$ cat src/rtl/jtag_tap_pkg.sv
package jtag_tap_pkg;

  localparam int unsigned IrW = 5;

  typedef enum logic [3:0] {
    ST_TLR, ST_RTI,
    ST_SEL_DR, ST_CAP_DR, ST_SHIFT_DR, ST_EXIT1_DR, ST_PAUSE_DR, ST_EXIT2_DR, ST_UPD_DR,
    ST_SEL_IR, ST_CAP_IR, ST_SHIFT_IR, ST_EXIT1_IR, ST_PAUSE_IR, ST_EXIT2_IR, ST_UPD_IR
  } tap_state_e;

  localparam logic [IrW-1:0] OP_HIGHZ   = 5'h00;
  localparam logic [IrW-1:0] OP_IDCODE  = 5'h01;
  localparam logic [IrW-1:0] OP_SAMPLE  = 5'h02;
  localparam logic [IrW-1:0] OP_DBG     = 5'h05;
  localparam logic [IrW-1:0] OP_EXTEST  = 5'h06;
  localparam logic [IrW-1:0] OP_VENDOR  = 5'h07;
  localparam logic [IrW-1:0] OP_BYPASS  = 5'h1F;
  localparam logic [IrW-1:0] IR_CAPTURE = 5'b00001;

endpackage

$ cat src/rtl/jtag_tap_fsm.sv
module jtag_tap_fsm
  import jtag_tap_pkg::*;
(
  input  logic       tck_i,
  input  logic       tms_i,
  output tap_state_e state_o
);

  tap_state_e state_q, state_d;

  always_comb begin
    unique case (state_q)
      ST_TLR:      state_d = tms_i ? ST_TLR      : ST_RTI;
      ST_RTI:      state_d = tms_i ? ST_SEL_DR   : ST_RTI;
      ST_SEL_DR:   state_d = tms_i ? ST_SEL_IR   : ST_CAP_DR;
      ST_CAP_DR:   state_d = tms_i ? ST_EXIT1_DR : ST_SHIFT_DR;
      ST_SHIFT_DR: state_d = tms_i ? ST_EXIT1_DR : ST_SHIFT_DR;
      ST_EXIT1_DR: state_d = tms_i ? ST_UPD_DR   : ST_PAUSE_DR;
      ST_PAUSE_DR: state_d = tms_i ? ST_EXIT2_DR : ST_PAUSE_DR;
      ST_EXIT2_DR: state_d = tms_i ? ST_UPD_DR   : ST_SHIFT_DR;
      ST_UPD_DR:   state_d = tms_i ? ST_SEL_DR   : ST_RTI;
      ST_SEL_IR:   state_d = tms_i ? ST_TLR      : ST_CAP_IR;
      ST_CAP_IR:   state_d = tms_i ? ST_EXIT1_IR : ST_SHIFT_IR;
      ST_SHIFT_IR: state_d = tms_i ? ST_EXIT1_IR : ST_SHIFT_IR;
      ST_EXIT1_IR: state_d = tms_i ? ST_UPD_IR   : ST_PAUSE_IR;
      ST_PAUSE_IR: state_d = tms_i ? ST_EXIT2_IR : ST_PAUSE_IR;
      ST_EXIT2_IR: state_d = tms_i ? ST_UPD_IR   : ST_SHIFT_IR;
      ST_UPD_IR:   state_d = tms_i ? ST_SEL_DR   : ST_RTI;
      default:     state_d = ST_TLR;
    endcase
  end

  // no reset on purpose: only the mode-select sequence may move the port
  always_ff @(posedge tck_i) state_q <= state_d;

  assign state_o = state_q;

endmodule

$ cat src/rtl/jtag_tap_ir.sv
module jtag_tap_ir
  import jtag_tap_pkg::*;
#(
  parameter int unsigned       W         = IrW,
  parameter logic [W-1:0]      CAPT_VAL  = IR_CAPTURE,
  parameter logic [W-1:0]      RESET_OP  = OP_IDCODE
) (
  input  logic         tck_i,
  input  logic         tdi_i,
  input  tap_state_e   state_i,
  output logic [W-1:0] ir_o,
  output logic [W-1:0] ir_sh_o
);

  logic [W-1:0] ir_q, sh_q;

  always_ff @(posedge tck_i) begin
    unique case (state_i)
      ST_CAP_IR:   sh_q <= CAPT_VAL;
      ST_SHIFT_IR: sh_q <= {tdi_i, sh_q[W-1:1]};
      default:     sh_q <= sh_q;
    endcase
  end

  always_ff @(posedge tck_i) begin
    unique case (state_i)
      ST_TLR:    ir_q <= RESET_OP;
      ST_UPD_IR: ir_q <= sh_q;
      default:   ir_q <= ir_q;
    endcase
  end

  assign ir_o    = ir_q;
  assign ir_sh_o = sh_q;

endmodule

$ cat src/rtl/jtag_tap_dr.sv
module jtag_tap_dr
  import jtag_tap_pkg::*;
#(
  parameter int unsigned     IdW    = 32,
  parameter logic [IdW-1:0]  ID_VAL = '1
) (
  input  logic       tck_i,
  input  logic       tdi_i,
  input  tap_state_e state_i,
  output logic       byp_o,
  output logic       id_lsb_o
);

  logic           byp_q;
  logic [IdW-1:0] id_q;

  always_ff @(posedge tck_i) begin
    unique case (state_i)
      ST_CAP_DR: begin
        byp_q <= 1'b0;
        id_q  <= ID_VAL;
      end
      ST_SHIFT_DR: begin
        byp_q <= tdi_i;
        id_q  <= {tdi_i, id_q[IdW-1:1]};
      end
      default: begin
        byp_q <= byp_q;
        id_q  <= id_q;
      end
    endcase
  end

  assign byp_o    = byp_q;
  assign id_lsb_o = id_q[0];

endmodule

$ cat src/rtl/jtag_tap_ctrl.sv
module jtag_tap_ctrl
  import jtag_tap_pkg::*;
#(
  parameter logic [3:0]  ID_REV  = 4'h3,
  parameter logic [15:0] ID_PART = 16'h5A17,
  parameter logic [10:0] ID_MFR  = 11'h029
) (
  input  logic tck_i,
  input  logic tms_i,
  input  logic tdi_i,
  input  logic ext_tdo_i,
  output logic tdo_o,
  output logic tdo_oe_o,
  output logic test_reset_o,
  output logic capture_dr_o,
  output logic shift_dr_o,
  output logic update_dr_o,
  output logic sel_bsr_o,
  output logic extest_o,
  output logic highz_o,
  output logic sel_vendor_o,
  output logic sel_dbg_o
);

  localparam int unsigned IdW    = 4 + 16 + 11 + 1;
  localparam logic [IdW-1:0] ID_VAL = {ID_REV, ID_PART, ID_MFR, 1'b1};

  tap_state_e     state_q;
  logic [IrW-1:0] ir_q, ir_sh_q;
  logic           byp_q, id_lsb;
  logic           dr_id, dr_ext, dr_bit;
  logic           tdo_q, oe_q;

  jtag_tap_fsm i_fsm (
    .tck_i   (tck_i),
    .tms_i   (tms_i),
    .state_o (state_q)
  );

  jtag_tap_ir #(
    .W        (IrW),
    .CAPT_VAL (IR_CAPTURE),
    .RESET_OP (OP_IDCODE)
  ) i_ir (
    .tck_i   (tck_i),
    .tdi_i   (tdi_i),
    .state_i (state_q),
    .ir_o    (ir_q),
    .ir_sh_o (ir_sh_q)
  );

  jtag_tap_dr #(
    .IdW    (IdW),
    .ID_VAL (ID_VAL)
  ) i_dr (
    .tck_i    (tck_i),
    .tdi_i    (tdi_i),
    .state_i  (state_q),
    .byp_o    (byp_q),
    .id_lsb_o (id_lsb)
  );

  // opcode decode; anything unlisted falls to the pass-through stage
  always_comb begin
    sel_bsr_o    = 1'b0;
    extest_o     = 1'b0;
    highz_o      = 1'b0;
    sel_vendor_o = 1'b0;
    sel_dbg_o    = 1'b0;
    dr_id        = 1'b0;
    unique case (ir_q)
      OP_IDCODE: dr_id = 1'b1;
      OP_SAMPLE: sel_bsr_o = 1'b1;
      OP_EXTEST: begin
        sel_bsr_o = 1'b1;
        extest_o  = 1'b1;
      end
      OP_HIGHZ:  highz_o = 1'b1;
      OP_VENDOR: sel_vendor_o = 1'b1;
      OP_DBG:    sel_dbg_o = 1'b1;
      default: ;
    endcase
  end

  assign dr_ext = sel_bsr_o | sel_vendor_o | sel_dbg_o;
  assign dr_bit = dr_ext ? ext_tdo_i : (dr_id ? id_lsb : byp_q);

  always_ff @(negedge tck_i) begin
    if (state_q == ST_SHIFT_IR) begin
      tdo_q <= ir_sh_q[0];
      oe_q  <= 1'b1;
    end else if (state_q == ST_SHIFT_DR) begin
      tdo_q <= dr_bit;
      oe_q  <= 1'b1;
    end else begin
      tdo_q <= tdo_q;
      oe_q  <= 1'b0;
    end
  end

  assign tdo_o        = tdo_q;
  assign tdo_oe_o     = oe_q;
  assign test_reset_o = (state_q == ST_TLR);
  assign capture_dr_o = (state_q == ST_CAP_DR);
  assign shift_dr_o   = (state_q == ST_SHIFT_DR);
  assign update_dr_o  = (state_q == ST_UPD_DR);

endmodule

$ cat config.mk
export PLATFORM = sky130hd
export DESIGN_NAME = jtag_tap_ctrl
export DESIGN_NICKNAME = d
export VERILOG_FILES = /design/src/rtl/jtag_tap_pkg.sv /design/src/rtl/jtag_tap_fsm.sv /design/src/rtl/jtag_tap_ir.sv /design/src/rtl/jtag_tap_dr.sv /design/src/rtl/jtag_tap_ctrl.sv
export SDC_FILE = /design/constraint.sdc
export NUM_CORES = 1
export LEC_CHECK = 0
export CAP_MARGIN = 15
export CORE_MARGIN = 5
export CORE_UTILIZATION = 65
export CTS_BUF_LIST = sky130_fd_sc_hd__clkbuf_4 sky130_fd_sc_hd__clkbuf_8
export DETAILED_ROUTE_END_ITERATION = 7
export PLACE_DENSITY_LB_ADDON = 0.1
export SYNTH_ARGS = -nofsm -noshare
export SYNTH_HDL_FRONTEND = slang
export SYNTH_SLANG_ARGS = --single-unit
$ cat constraint.sdc
create_clock -name tck_i -period 3.65 [get_ports tck_i]
set_input_delay 0.73 -clock tck_i [delete_from_list [all_inputs] [get_ports tck_i]]
set_output_delay 0.73 -clock tck_i [all_outputs]
set_load 0.02 [all_outputs]
==> impl_metrics.csv <==
group,metric,value,unit
yosys,netlist_top_cells_count,"44 x edfxtp_1, 28 x and2_1, 13 x nand2b_1",
timing,maxSlewViolCount,0,
yosys,syn_inst,160,
worst_setup_path,crit_buf_inv,1,
power,ir_worst_vdd,431,uV
clock_network,cts_tree,"done",
power,cellPowerDensity,719,nW/um^2
yosys,synth.avg_cell_area,13.2,um^2
placed_design,dp_cells,214,
worst_setup_path,cp-start-kind,"flip-flop",
global_routing,grt-ovfl-total,0,
yosys,async_flop_share,0,
timing,setup_viol,0,
layout,multi_input_area,619,um^2
job,maxCapViolCount,0,
yosys,synth.cell_area,2110,um^2
yosys,ys_seq_elements,49,
route,final_antenna_net_count,0,
global_routing,grt_pass1_wl,4800,um
die,die_width,66.9,um
die,fp-row-count,20,
timing,timing.final.hold_violations,0,
power,pwr-share-clk,0.148,
yosys,ys_types,36,
route,drt_iter0_drc,95,
hold_path,hold_path_class,"flip-flop to flip-flop",
power,p_sw_frac,0.324,
yosys,synth-main-ff-cell,"edfxtp_1",
timing,rsz0062_at_grt,"false",
die,io_pins,15,
placed_design,place_congestion,0.774,
layout,register_area,1420,um^2
clock_network,ctsHoldBuffers,0,
layout,syn2layout_area_growth,11.2,%
worst_setup_path,slowest_stage,"dlygate4sd2_1",
timing,finalClockSkew,0.0480,ns
die,initial_core_util,0.684,
worst_setup_path,cpLargestDelayFamily,"buffers and inverters",
global_routing,grt_max_degree,36,
yosys,synth_nets,164,
layout,stdcell_count,223,
clock_network,insertion_delay,0.40,ns
yosys,synth.yosys.seq_area_share,0.675,
global_routing,grt_use_total,0.150,
worst_setup_path,cp.depth,1,
timing,worstMarginPinSlew,0.708,ns
clock_network,clk_path_buf_depth,2,
yosys,synth_area_leaders,"edfxtp_1 63%, and2_1 8.3%, dfxtp_1 4.8%",
route,dr_total_vias,1194,
die,fp.dieH,66.9,um
layout,drive_above_1_share,0.112,
yosys,synth_top_area_frac,0.627,
route,drc,0,
worst_setup_path,crit_required,2.92,ns
layout,nNetsFinal,182,
timing,setup-tns-final,0,ns
run_status,outcome,"finished clean",
placed_design,hpwl,1930,um
clock_network,clkTransAtPathRegs,0.12,ns
worst_setup_path,worstRegToRegCells,3,
route,routedWlPerCell,12.8,um
worst_setup_path,crit_type,"flip-flop to output port",
yosys,synth.most_common_cell,"edfxtp_1",
power,cellLeakagePower,0.777,nW
power,p_seq_frac,0.535,
clock_network,clock-sinks,49,
power,combPwrFrac,0.317,
clock_network,cts-root-buf,"clkbuf_4",
clock_network,numCtsBuffers,5,
worst_setup_path,worstSetupEndpointType,"output port",
worst_setup_path,r2r_setup_slack,0.41,ns
worst_setup_path,crit_chain,"dlygate4sd2_1",
hold_path,hold_path_depth,1,
yosys,synth_warnings,0,
layout,n_antenna_cell,0,
global_routing,grt_antenna_before_repair,0,
power,p_switching,546,uW
power,intPower,1.14,mW
power,finalPower,1.68,mW
global_routing,grt_pass1_vias,1067,
worst_setup_path,worstPathArrival,2.83,ns
layout,n_fill_cell,219,
timing,relSlewSlack,0.528,
die,core,3080,um^2
placed_design,io_buffer_count,14,
worst_setup_path,cp_slowest_stage_delay,0.32,ns
die,fp.dieArea,4480,um^2
route,drt-vias-per-instance,5.35,
clock_network,htree_levels,2,
yosys,synth_top_area_cell,"edfxtp_1",
route,drt_first_pass_iters,4,
worst_setup_path,worst-path-max-fanout,1,
yosys,synth_edf_count,44,
route,drt_wl_total,2850,um
-- final cells by class --
type / count / share of cell area
Inverter: 2 / 0.00321
Tap cell: 44 / 0.0235
Timing Repair Buffer: 19 / 0.0732
Sequential cell: 49 / 0.607
Clock buffer: 6 / 0.0192
Multi-Input combinational cell: 99 / 0.265
Clock inverter: 4 / 0.00909
-- final timing paths --
check	start	endpoint
worst max-delay path	tdo_oe_o	tdo_oe_o
worst min-delay path	i_dr.id_q[1]	i_dr.id_q[0]
worst max register to register	i_fsm.state_o[3]	tdo_o
worst min register to register	i_dr.id_q[1]	i_dr.id_q[0]
-- per-layer routing --
| layer | vias to the layer above | track usage | share of wire |
|---|---|---|---|
| met3 | 7 | 0.0455 | 0.044 |
| met5 | - | 0 | 0 |
| met4 | 0 | 0.0911 | 0.025 |
| met1 | 559 | 0.185 | 0.48 |
| met2 | 21 | 0.231 | 0.45 |
| li1 | 607 | - | - |
-- registers in the layout, indices dropped and copies added, names as in the netlist --
| name | count |
|---|---|
| tdo_oe_o | 1 |
| i_dr.id_q | 32 |
| i_fsm.state_o | 4 |
| i_ir.ir_o | 5 |
| tdo_o | 1 |
| i_dr.byp_o | 1 |
| i_ir.ir_sh_o | 5 |
-- through the flow --
stage	area, um^2	hold slack (ns)	setup slack, ns	util
floorplan	2110	0.475	0.431	-
global placement	2280	0.486	0.0807	0.742
detailed placement	2280	0.494	0.0976	0.742
CTS	2340	0.525	0.00175	0.762
global route	2340	0.549	0.00910	0.761
finish	2340	0.523	0.0862	0.761
-- cells by family after synthesis --
logic type      share of synthesized area
flops                               0.675
compound gates                     0.0576
xor+xnor                          0.00416
simple gates                        0.228
mux                               0.00475
buf+inv                            0.0309
-- placed cells by master, fill, tap and decap left out, types with 6 or more instances in the layout --
cell	netlist	layout
and2_1	28	28
clkbuf_4	0	6
clkdlybuf4s50_1	0	12
nand2b_1	13	13
nand2_1	7	7
edfxtp_1	44	44
-- power groups by stage --
stage          combinational, mW  sequential, mW  clock (mW)
2_1_floorplan              0.406           0.908     0.00512
3_3_place_gp               0.527           0.909     0.00512
3_5_place_dp               0.547           0.914     0.00512
4_1_cts                    0.542           0.901       0.259
5_1_grt                    0.591           0.917       0.296
6_report                   0.534           0.900       0.249
-- what timing repair did --
action,4_1_cts,5_1_grt
pin swaps,0,0
gates resized for setup,2,2
endpoints found under the setup margin,2,1
gates cloned,0,0
setup buffers,0,0
Power figures use the tool's default switching activity.
